==> src/rtl/line_dir_pkg.sv <==
package line_dir_pkg;

  typedef enum logic [1:0] {
    PH_IDLE = 2'd0,
    PH_TURN = 2'd1,
    PH_DATA = 2'd2
  } phase_t;

  // Strobes passed from the sequencer to the direction datapath.
  typedef struct packed {
    logic addrPhase;  // current cycle is an address cycle
    logic turnPhase;  // current cycle is a read turnaround
    logic dataPhase;  // current cycle is inside the data phases
    logic latchRole;  // capture command and grant at this edge
    logic clearRole;  // transaction finishes at this edge
  } dir_strobe_t;

endpackage

==> src/rtl/line_dir_fsm.sv <==
module line_dir_fsm
  import line_dir_pkg::*;
#(
  parameter int TURN_CYCLES = 1
) (
  input  logic        clk,
  input  logic        rstN,
  input  logic        frameN,
  input  logic        irdyN,
  input  logic        trdyN,
  input  logic        cmdBit,
  output dir_strobe_t strb
);

  localparam int TW = (TURN_CYCLES > 1) ? $clog2(TURN_CYCLES) : 1;
  localparam logic [TW-1:0] TURN_LAST = TW'(TURN_CYCLES - 1);

  phase_t        phase, phaseNext;
  logic [TW-1:0] turnCnt, turnCntNext;
  logic          openTxn;
  logic          doneXfer;

  assign openTxn  = (phase == PH_IDLE) && !frameN;
  assign doneXfer = (phase != PH_IDLE) && frameN && !irdyN && !trdyN;

  always_comb begin
    phaseNext   = phase;
    turnCntNext = turnCnt;
    unique case (phase)
      PH_IDLE: begin
        if (openTxn) begin
          phaseNext   = cmdBit ? PH_DATA : PH_TURN;
          turnCntNext = '0;
        end
      end
      PH_TURN: begin
        if (doneXfer) begin
          phaseNext = PH_IDLE;
        end else if (turnCnt == TURN_LAST) begin
          phaseNext = PH_DATA;
        end else begin
          turnCntNext = turnCnt + 1'b1;
        end
      end
      PH_DATA: begin
        if (doneXfer) phaseNext = PH_IDLE;
      end
      default: phaseNext = PH_IDLE;
    endcase
  end

  always_ff @(posedge clk or negedge rstN) begin
    if (!rstN) begin
      phase   <= PH_IDLE;
      turnCnt <= '0;
    end else begin
      phase   <= phaseNext;
      turnCnt <= turnCntNext;
    end
  end

  always_comb begin
    strb.addrPhase = openTxn;
    strb.turnPhase = (phase == PH_TURN);
    strb.dataPhase = (phase == PH_DATA);
    strb.latchRole = openTxn;
    strb.clearRole = doneXfer;
  end

endmodule

==> src/rtl/line_dir_path.sv <==
module line_dir_path
  import line_dir_pkg::*;
(
  input  logic        clk,
  input  logic        rstN,
  input  logic        gntN,
  input  logic        cmdBit,
  input  dir_strobe_t strb,
  output logic        txActive,
  output logic        rxActive
);

  logic roleMaster;
  logic roleWrite;
  logic masterNow;
  logic masterDrives;
  logic targetDrives;

  // Registered stage: role of this board and command kind.
  always_ff @(posedge clk or negedge rstN) begin
    if (!rstN) begin
      roleMaster <= 1'b0;
      roleWrite  <= 1'b0;
    end else if (strb.latchRole) begin
      roleMaster <= !gntN;
      roleWrite  <= cmdBit;
    end else if (strb.clearRole) begin
      roleMaster <= 1'b0;
      roleWrite  <= 1'b0;
    end
  end

  // Master-side and target-side interpretation of the current phase.
  assign masterDrives = strb.addrPhase || (strb.dataPhase && roleWrite);
  assign targetDrives = strb.dataPhase && !roleWrite;

  // During the address cycle the role is not latched yet, so use the live grant.
  assign masterNow = strb.addrPhase ? !gntN : roleMaster;

  // 2-to-1 selector between the two interpretations.
  assign txActive = masterNow ? masterDrives : targetDrives;
  assign rxActive = (strb.addrPhase || strb.dataPhase) && !txActive;

endmodule

==> src/rtl/line_dir_ctl.sv <==
module line_dir_ctl
  import line_dir_pkg::*;
#(
  parameter int TURN_CYCLES = 1
) (
  input  logic clk,
  input  logic rstN,
  input  logic frameN,
  input  logic irdyN,
  input  logic trdyN,
  input  logic gntN,
  input  logic cmdBit,
  output logic txActive,
  output logic rxActive
);

  dir_strobe_t strb;

  line_dir_fsm #(.TURN_CYCLES(TURN_CYCLES)) fsm_i (
    .clk    (clk),
    .rstN   (rstN),
    .frameN (frameN),
    .irdyN  (irdyN),
    .trdyN  (trdyN),
    .cmdBit (cmdBit),
    .strb   (strb)
  );

  line_dir_path path_i (
    .clk      (clk),
    .rstN     (rstN),
    .gntN     (gntN),
    .cmdBit   (cmdBit),
    .strb     (strb),
    .txActive (txActive),
    .rxActive (rxActive)
  );

endmodule

==> config.mk <==
export PLATFORM = sky130hd
export DESIGN_NAME = line_dir_ctl
export DESIGN_NICKNAME = d
export VERILOG_FILES = /design/src/rtl/line_dir_pkg.sv /design/src/rtl/line_dir_fsm.sv /design/src/rtl/line_dir_path.sv /design/src/rtl/line_dir_ctl.sv
export SDC_FILE = /design/constraint.sdc
export NUM_CORES = 1
export LEC_CHECK = 0
export BUFFER_PORTS_ARGS = -buffer_cell sky130_fd_sc_hd__clkbuf_2
export CAP_MARGIN = 20
export CORE_AREA = 2 2 39 41
export DETAILED_ROUTE_END_ITERATION = 7
export DIE_AREA = 0 0 41 43
export GPL_TIMING_DRIVEN = 0
export SLEW_MARGIN = 20
export SYNTH_ARGS = -nofsm -noshare
export SYNTH_HDL_FRONTEND = slang
export SYNTH_SLANG_ARGS = --single-unit
export TNS_END_PERCENT = 50
==> constraint.sdc <==
create_clock -name clk -period 1.09 [get_ports clk]
set_clock_uncertainty 0.15 [all_clocks]
set_input_delay 0.218 -clock clk [delete_from_list [all_inputs] [get_ports clk]]
set_output_delay 0.218 -clock clk [all_outputs]
set_load 0.02 [all_outputs]
==> results of run 1 <==
worst max-delay path, delay by kind of cell (launching register included):
kind	cells	cell delay (ps)
flip-flops	1	440
AND/OR/NAND/NOR	1	300
AO/OA/AOI/OAI	1	170
buffers and inverters	1	120
power by group through the flow:
stage	logic (W)	registers [W]	clock network (W)
6_report	0.000533	0.000249	0.000203
5_1_grt	0.000576	0.000259	0.000224
4_1_cts	0.000514	0.000248	0.000213
3_5_place_dp	0.000371	0.000260	0
3_3_place_gp	0.000368	0.000260	0
2_1_floorplan	0.000295	0.000249	0
sequential cells by signal, summed over array words and instances, names as in the netlist:
| register | cells |
|---|---|
| fsm_i.phase | 2 |
| path_i.roleWrite | 1 |
| path_i.roleMaster | 1 |
path summary, 6_finish.rpt:
path                                 from                end  slack, ps  cells after the start
hold / removal                     cmdBit     fsm_i.phase[0]         40                      2
setup / recovery           fsm_i.phase[1]           txActive       -560                      3
min in group asynchronous            rstN  path_i.roleMaster        170                      2
hold reg to reg            fsm_i.phase[0]     fsm_i.phase[1]        440                      1
setup reg to reg           fsm_i.phase[1]   path_i.roleWrite       -240                      4
max in group asynchronous            rstN     fsm_i.phase[0]        480                      2
stage by stage:
stage               instances  cell area (sq um)  setup WS (ps)  utilization, %  hold WS [ps]
floorplan                  25                283           -177               -          -228
global placement           49                343           -370            24.8          -125
detailed placement         49                343           -369            24.8          -122
CTS                        57                434           -566            31.4          37.5
global route               57                438           -629            31.6          39.4
finish                     57                438           -555            31.6          40.4
layout by cell type, fill, tap and decap left out, drive strengths merged:
cell	instances
clkbuf	10
buf	5
dfrtp	4
nor3b	3
nor2	3
o21ai	3
xor2	1
or2b	1
nor4	1
o21bai	1
a21oi	1
or2	1
a221oi	1
nand2	1
a31oi	1
nor3	1
nor2b	1
inv	1
dlygate4sd3	1
what timing repair did:
item	CTS	global route
endpoints found under the hold margin	4	0
setup buffers	3	0
pin swaps	3	2
setup endpoints to repair	6	6
gates resized for setup	7	3
hold buffers	1	0
cell families (layout without fill, tap and decap cells):
family | after synthesis | after routing | share of synthesized area [%]
AOI/OAI and AO/OA | 7 | 7 | 19.3
and+or+nand+nor | 12 | 12 | 33.9
buffers and inverters | 1 | 17 | 1.56
xor gates and xnor gates | 1 | 1 | 3.65
DFF | 4 | 4 | 41.7
layout make-up:
cell class	count	area, sq um	share of cell area, %
multi-input cells	20	193	44.0
well taps	16	20.0	4.57
repair buffers	12	92.6	21.1
inverters	1	3.75	0.857
clock buffers	4	26.3	6.00
flip-flops and latches	4	103	23.4
routing by layer:
| layer | vias up | routed length [um] |
|---|---|---|
| met5 | - | 0 |
| met4 | 0 | 0 |
| met3 | 0 | 47 |
| met2 | 9 | 235 |
| met1 | 107 | 220 |
| li1 | 124 | - |
==> implementation parameters, run 1 <==
Parameter                              Value

Place
  Total of buffers placed on input and output ports    8
  Weighted congestion reported at the end of routability-driven placement    0.759

Synth
  Post-Synthesis Mean Instance Area    9.61 sq um
  Top area cells in the synthesized netlist    dfrtp_1 42%, nor3b_1 6.3%, nor3b_2 5.2%
  Most frequent cells after synthesis    4 x dfrtp_1, 3 x nor2_1, 2 x nor3b_1
  Seq/Total Area, Yosys    41.7%
  Post-synth EDFFs    0
  FFs w/ async S/R, synth    100%
  Area share of the largest cell type after synthesis    41.7%
  Net count after synthesis    32
  Synth warn    0
  Gate count after technology mapping    25
  Most used DFF post-synth    dfrtp_1
  Most frequent cell after synthesis    dfrtp_1
  #FFs+latches synth    4
  Unique masters post-synth    19
  Mapped Area    240 sq um
  Post-synthesis cell type with the largest combined area    dfrtp_1

CTS
  Clock Root Buffer    clkbuf_4
  Clock transition at path regs    40 ps
  Clock latency reported for the late side of the worst-skew pair    240 ps
  Max clock buf depth    2
  H-tree levels    1
  TritonCTS clock tree    done
  Clk sink count    4
  Number of buffers added by the clock tree synthesis step    3

Cells and area
  Fraction of final layout cells sized beyond drive strength 1    63.4%
  # diodes    0
  Filler cell count in the final layout    137
  Net count, final    49
  Growth of design area from synthesis to finish    82.3%

Global routing
  Via count of the first global-routing pass    237
  Met3 global-route usage    6.28%
  Number of antenna violations at the first check in global routing    0
  Pin count of the biggest net entering global routing    8
  Total global-route track usage    8.28%
  Final global-route overflow total    0
  Most used routing layer in global routing    met1
  First-pass GRT wire length    924 um
  Met1 usage in global routing    10.5%
  Met2 usage in global routing    10.0%

Detailed routing
  DRT Pass-1 Iters    3
  Avg Vias per Cell    4.21
  Count of vias placed by the detailed router    240
  Total wire length after detailed routing    504 um
  Routed length per placed instance    8.84 um
  Antenna-violating nets left    0
  DRC Markers    0
  DRC violation total after the first TritonRoute iteration    1

Worst setup path
  Chain of cells forming the critical path    nor4_4, o21bai_4, buf_8
  Arrival time reported for the critical path endpoint    1280 ps
  Required arrival time at the worst endpoint    720 ps
  Critical path class    reg -> out
  Largest driver fanout on the critical path    5
  Cell type of the slowest stage on the worst timing path    dfrtp_2
  Critical path endpoint category    output port
  Highest cell delay on the worst timing path    440 ps
  Worst Setup Start Kind    flop

Pwr
  Internal Pwr Total    0.000627 W
  Power per Cell Area    2250 mW/mm^2
  Switching part of the total power    36.3%
  Switching pwr    0.000357 W
  Clk network pwr share    20.6%
  Pleak    0.185 nW
  Share of total power in combinational logic    54.2%
  Total Power Consumption    0.000985 W
  Proportion of power drawn by flip-flops and latches    25.3%
  Worst supply voltage drop on vdd    0.00127 V

Die
  Initial cell density of the core    17.4%
  Io pins    9
  Die area    0.00176 sq mm
  Area of the core    0.00138 sq mm
  Rows    14
  Die Y    43 um
  Floorplan die width    41 um

Outcome
  Outcome    finished with violations
  Violated checks    negative setup slack

Timing
  Setup violators final    6
  Relative slew slack    83.1%
  Setup tns final    -1810 ps
  Fin. max-slew vios    0
  Unrepaired setup endpoints after global routing    true
  Slew @ Worst Pin    253 ps
  Final min period    1650 ps
  Worst Setup Slack, final    -555 ps
  Highest attainable clock frequency    608 MHz
  Count of final hold-check violations    0
  Period utilisation layout    151%

Worst hold path
  Worst min path class    in -> reg

Job
  Number of maximum-capacitance violations    0
(Power assumes the default switching activity.)
==> run 2, diff against run 1 <==
--- a/config.mk
+++ b/config.mk
@@ -7,10 +7,9 @@
 export LEC_CHECK = 0
 export BUFFER_PORTS_ARGS = -buffer_cell sky130_fd_sc_hd__clkbuf_2
 export CAP_MARGIN = 20
-export CORE_AREA = 2 2 39 41
+export CORE_AREA = 8 8 45 47
 export DETAILED_ROUTE_END_ITERATION = 7
-export DIE_AREA = 0 0 41 43
-export GPL_TIMING_DRIVEN = 0
+export DIE_AREA = 0 0 53 55
 export SLEW_MARGIN = 20
 export SYNTH_ARGS = -nofsm -noshare
 export SYNTH_HDL_FRONTEND = slang
==> run 2 against run 1 <==
Register-to-register slack worse by 200 ps. Critical path type unchanged. First-iteration DRC count rose to 4.0 times the previous value. Die area grew 65%. Combinational power up 32%. Sequential share of layout area shrank 5.2 points. Cell count is 25% higher. Critical endpoint unchanged. Hold slack better by 1.2 ps. Largest power group unchanged. Clock power hardly changed. Non-clock buffer count rose by 14. Total power rose by 17%. The run still ends with negative setup slack left. Design area rose by 27%.
==> implementation parameters, run 2 (same netlist as run 1, synthesis figures left out) <==
Parameter                              Value

Cells and area
  Commonest non-fill, non-tap cell in the layout    buf_4
  Leading registers by flop count    fsm_i.phase: 2 flops, path_i.roleMaster: 1 flops, path_i.roleWrite: 1 flops
  Register with the highest flop count    fsm_i.phase
  # diodes    0
  Largest register FFs    2
  Final instance area    556 sq um
  Growth of design area from synthesis to finish    131%
  Fraction of final layout cells sized beyond drive strength 1    74.5%
  Net count, final    63
  FF+latch area    101 sq um
  Filler cell count in the final layout    139
  Area used by multi-input combinational logic    199 sq um
  Commonest cells after routing, fill and taps aside    15 x buf_4, 6 x clkbuf_2, 3 x clkbuf_4, 3 x dfrtp_1

Timing
  Worst Setup Slack, final    -527 ps
  Fin. max-slew vios    0
  Setup tns final    -2540 ps
  Relative slew slack    76.8%
  Count of final hold-check violations    0
  Highest attainable clock frequency    618 MHz
  Slew @ Worst Pin    347 ps
  Unrepaired setup endpoints after global routing    true
  Period utilisation layout    148%
  Setup violators final    6
  Final min period    1620 ps

Worst setup path
  Cell count of the worst reg-to-reg path    6
  Worst Setup Start Kind    flop
  Arrival time reported for the critical path endpoint    1250 ps
  Required arrival time at the worst endpoint    720 ps
  Critical path class    reg -> out
  Largest driver fanout on the critical path    5
  Critical path endpoint category    output port

Pwr
  Power per Cell Area    2080 mW/mm^2
  Worst supply voltage drop on vdd    0.000763 V
  Switching part of the total power    34.6%
  Clk network pwr share    17.8%
  Proportion of power drawn by flip-flops and latches    21.2%
  Share of total power in combinational logic    61.1%
  Switching pwr    0.000399 W
  Internal Pwr Total    0.000755 W
  Pleak    0.260 nW

Global routing
  Total global-route track usage    5.86%
  Via count of the first global-routing pass    304
  Final global-route overflow total    0
  Pin count of the biggest net entering global routing    6
  First-pass GRT wire length    1190 um
  Number of antenna violations at the first check in global routing    0

Detailed routing
  DRC Markers    0
  Avg Vias per Cell    4.04
  Total wire length after detailed routing    712 um
  Routed length per placed instance    10.0 um
  Count of vias placed by the detailed router    287
  DRC violation total after the first TritonRoute iteration    4
  Antenna-violating nets left    0
  DRT Pass-1 Iters    2

CTS
  H-tree levels    1
  Clk sink count    4
  Clock Root Buffer    clkbuf_4
  Clock transition at path regs    50 ps
  Clock latency reported for the late side of the worst-skew pair    240 ps
  TritonCTS clock tree    done
  Number of buffers added by the clock tree synthesis step    3
  Max clock buf depth    2

Die
  Rows    14
  Area of the core    0.00138 sq mm
  Io pins    9
  Initial cell density of the core    17.4%
  Floorplan die width    53 um
  Die area    0.00292 sq mm
  Die Y    55 um

Outcome
  Outcome    finished with violations
  Violated checks    negative setup slack

Worst hold path
  Cell count of the worst hold path    2
  Worst min path class    in -> reg

Job
  Number of maximum-capacitance violations    0

Place
  Weighted congestion reported at the end of routability-driven placement    0.742
  Placed cell areas    425 sq um
  Total of buffers placed on input and output ports    8
[run 2: cell types whose count changed in the layout (fill, tap and decap cells not counted), sizes merged]
cell and change:
buf +14
[run 2: final cells by class]
class / count / area share [%]
Multi-Input combinational cell: 20 / 35.8
Sequential cell: 4 / 18.2
Clock buffer: 4 / 4.73
Inverter: 1 / 0.676
Tap cell: 16 / 3.60
Timing Repair Buffer: 26 / 36.9
[run 2: critical path: stages (launching register included)]
cell and delay [ps]:
dfrtp_2 440, nor4_4 280, o21bai_4 170, buf_8 120
[run 2: routing by layer]
layer / wire, um / vias up / GRT usage [%]
li1: - / 149 / -
met1: 299 / 132 / 5.80
met2: 355 / 6 / 8.98
met3: 57 / 0 / 3.74
met4: 0 / 0 / 3.88
met5: 0 / - / 0
[run 2: through the flow]
step | utilization [%] | worst slack, ps | hold WS, ps | power (W) | std cells
finish | 40.1 | -527 | 41.6 | 0.00115 | 71
CTS | 37.6 | -561 | 29.8 | 0.00108 | 68
global placement | 30.7 | -307 | -119 | 0.000724 | 60
floorplan | - | -177 | -228 | 0.000544 | 25
global route | 40.1 | -568 | 39.8 | 0.00124 | 71
detailed placement | 30.7 | -346 | -119 | 0.000728 | 60
[run 2: power groups by stage]
stage / sequential, W / combinational [W] / clock (W)
2_1_floorplan: 0.000249 / 0.000295 / 0
3_3_place_gp: 0.000241 / 0.000484 / 0
3_5_place_dp: 0.000242 / 0.000486 / 0
4_1_cts: 0.000245 / 0.000625 / 0.000211
5_1_grt: 0.000249 / 0.000766 / 0.000224
6_report: 0.000244 / 0.000705 / 0.000205
[run 2: timing repair]
item                                    4_1_cts  5_1_grt
gates cloned                                  0        0
setup buffers                                 3        3
hold endpoints to repair                      4        0
resized for setup                             7        5
hold buffers                                  1        0
pin swaps                                     7        5
endpoints found under the setup margin        6        6
[run 2: path summary, 6_finish.rpt]
kind / from / end / slack, ps
max in group asynchronous: rstN / fsm_i.phase[1] / 480
hold / removal: cmdBit / fsm_i.phase[0] / 40
min in group asynchronous: rstN / fsm_i.phase[0] / 170
setup reg to reg: fsm_i.phase[1] / path_i.roleWrite / -440
hold reg to reg: path_i.roleMaster / path_i.roleMaster / 500
setup / recovery: fsm_i.phase[1] / txActive / -530
==> run 3, diff against run 2 <==
--- a/config.mk
+++ b/config.mk
@@ -5,7 +5,7 @@
 export SDC_FILE = /design/constraint.sdc
 export NUM_CORES = 1
 export LEC_CHECK = 0
-export BUFFER_PORTS_ARGS = -buffer_cell sky130_fd_sc_hd__clkbuf_2
+export BUFFER_PORTS_ARGS = -buffer_cell sky130_fd_sc_hd__buf_2
 export CAP_MARGIN = 20
 export CORE_AREA = 8 8 45 47
 export DETAILED_ROUTE_END_ITERATION = 7
==> run 3 against run 2 <==
Clock-buffer cell count unchanged. Design area decreased by 4.5%. Non-clock buffer count decreased by 3. Maximum frequency increased by 0.41%. Register-to-register slack about the same. Clock power about the same. Setup slack improved by 6.6 ps. Die area unchanged. Hold slack got worse by 16 ps. Sequential cell count unchanged. The run still ends with negative setup slack left. Total power decreased by 2.9%.
==> implementation parameters, run 3 (same netlist as run 1, synthesis figures left out) <==
Parameter                              Value

Outcome
  Outcome    finished with violations
  Violated checks    negative setup slack

Cells and area
  Area used by multi-input combinational logic    204 sq um
  Register with the highest flop count    fsm_i.phase
  Commonest non-fill, non-tap cell in the layout    buf_4
  Filler cell count in the final layout    139
  FF+latch area    101 sq um
  Fraction of final layout cells sized beyond drive strength 1    71.2%
  Commonest cells after routing, fill and taps aside    12 x buf_4, 6 x buf_2, 4 x buf_6
  Largest register FFs    2
  # diodes    0
  Growth of design area from synthesis to finish    121%
  Net count, final    60
  Leading registers by flop count    fsm_i.phase: 2 flops, path_i.roleMaster: 1 flops, path_i.roleWrite: 1 flops

Worst setup path
  Required arrival time at the worst endpoint    720 ps
  Highest cell delay on the worst timing path    440 ps
  Critical path class    reg -> out
  Chain of cells forming the critical path    nor4_4, o21bai_4, buf_6
  Largest driver fanout on the critical path    5
  Arrival time reported for the critical path endpoint    1240 ps
  CP bufs+invs    1
  Worst Setup Start Kind    flop
  Cell type of the slowest stage on the worst timing path    dfrtp_2
  Kind of cell adding the most delay to the critical path    flip-flops
  Critical path endpoint category    output port

Detailed routing
  Routed length per placed instance    11.1 um
  Antenna-violating nets left    0
  DRT Pass-1 Iters    3
  Total wire length after detailed routing    755 um
  DRC Markers    0
  Avg Vias per Cell    4.21
  DRC violation total after the first TritonRoute iteration    3
  Count of vias placed by the detailed router    286

Place
  Total of buffers placed on input and output ports    8
  Detailed placement HPWL    500 um
  Weighted congestion reported at the end of routability-driven placement    0.719

CTS
  Clock Root Buffer    clkbuf_4
  Clock transition at path regs    40 ps
  Number of buffers added by the clock tree synthesis step    3
  Max clock buf depth    2
  Clock latency reported for the late side of the worst-skew pair    240 ps
  TritonCTS clock tree    done
  Clk sink count    4
  H-tree levels    1

Pwr
  Power per Cell Area    2110 mW/mm^2
  Total Power Consumption    0.00112 W
  Pleak    0.242 nW
  Worst supply voltage drop on vdd    0.000522 V

Die
  Floorplan die width    53 um
  Rows    14
  Die Y    55 um
  Area of the core    0.00138 sq mm
  Initial cell density of the core    17.4%
  Die area    0.00292 sq mm
  Io pins    9

Timing
  Count of final hold-check violations    0
  Slew @ Worst Pin    348 ps
  Setup violators final    6
  Relative slew slack    76.7%
  Worst hold slack    25.5 ps
  Final min period    1610 ps
  Period utilisation layout    148%
  Unrepaired setup endpoints after global routing    true
  Highest attainable clock frequency    621 MHz
  Fin. max-slew vios    0
  Worst Setup Slack, final    -520 ps

Global routing
  Total global-route track usage    6.35%
  Final global-route overflow total    0
  Pin count of the biggest net entering global routing    6
  Number of antenna violations at the first check in global routing    0
  First-pass GRT wire length    1260 um
  Via count of the first global-routing pass    303

Worst hold path
  Worst min path class    in -> reg

Job
  Number of maximum-capacitance violations    0
-- run 3: cell count changes in the layout (fill, tap and decap cells not counted), sizes merged --
cell    delta
clkbuf     -6
buf        +3
-- run 3: worst register-to-register path, stage by stage (launching register included) --
cell and delay [ps]:
dfrtp_2 440, buf_4 150, buf_6 100, buf_6 110, or2_4 260, nor3_4 140
nor3b_2 60
-- run 3: metrics by stage --
| step | utilization [%] | setup WS (ps) | TNS (ps) | cell area, sq um | std cells |
|---|---|---|---|---|---|
| after floorplan | - | -177 | -555 | 283 | 25 |
| final | 38.3 | -520 | -2540 | 531 | 68 |
| after CTS | 37.5 | -550 | -2770 | 519 | 68 |
| after global placement | 30.2 | -299 | -1230 | 418 | 59 |
| after detailed placement | 30.2 | -325 | -1290 | 418 | 59 |
| after global routing | 38.3 | -589 | -2890 | 531 | 68 |
-- run 3: report_power, final --
group	internal, W	leakage (nW)	switching [W]	total (W)
logic	0.000382	0.178	0.000283	0.000665
registers	0.000193	0.0491	0.0000544	0.000247
clock network	0.000138	0.0150	0.0000697	0.000208
total	0.000713	0.242	0.000407	0.00112
-- run 3: metal layers --
metal / wire (um) / track usage [%]
met1: 283 / 6.11
met2: 381 / 9.57
met3: 65 / 2.41
met4: 25 / 7.76
met5: 0 / 0
-- run 3: repair_timing --
action,in CTS,in global routing
hold buffers,1,0
setup buffers,4,1
hold endpoints to repair,4,0
pin swaps,7,7
setup endpoints to repair,6,6
resized for setup,8,3
-- run 3: cell type report --
cell class / instances / area share, %
Clock buffer: 4 / 4.95
Multi-Input combinational cell: 20 / 38.4
Inverter: 1 / 0.708
Timing Repair Buffer: 23 / 33.0
Sequential cell: 4 / 19.1
Tap cell: 16 / 3.77
-- run 3: final timing paths --
path                                    from                end  slack [ps]  cells after the start
setup / recovery              fsm_i.phase[1]           txActive        -520                      3
hold / removal                        cmdBit     fsm_i.phase[0]          30                      2
setup reg to reg              fsm_i.phase[1]   path_i.roleWrite        -440                      6
hold reg to reg            path_i.roleMaster  path_i.roleMaster         510                      3
max in group asynchronous               rstN     fsm_i.phase[1]         500                      2
min in group asynchronous               rstN     fsm_i.phase[0]         160                      2
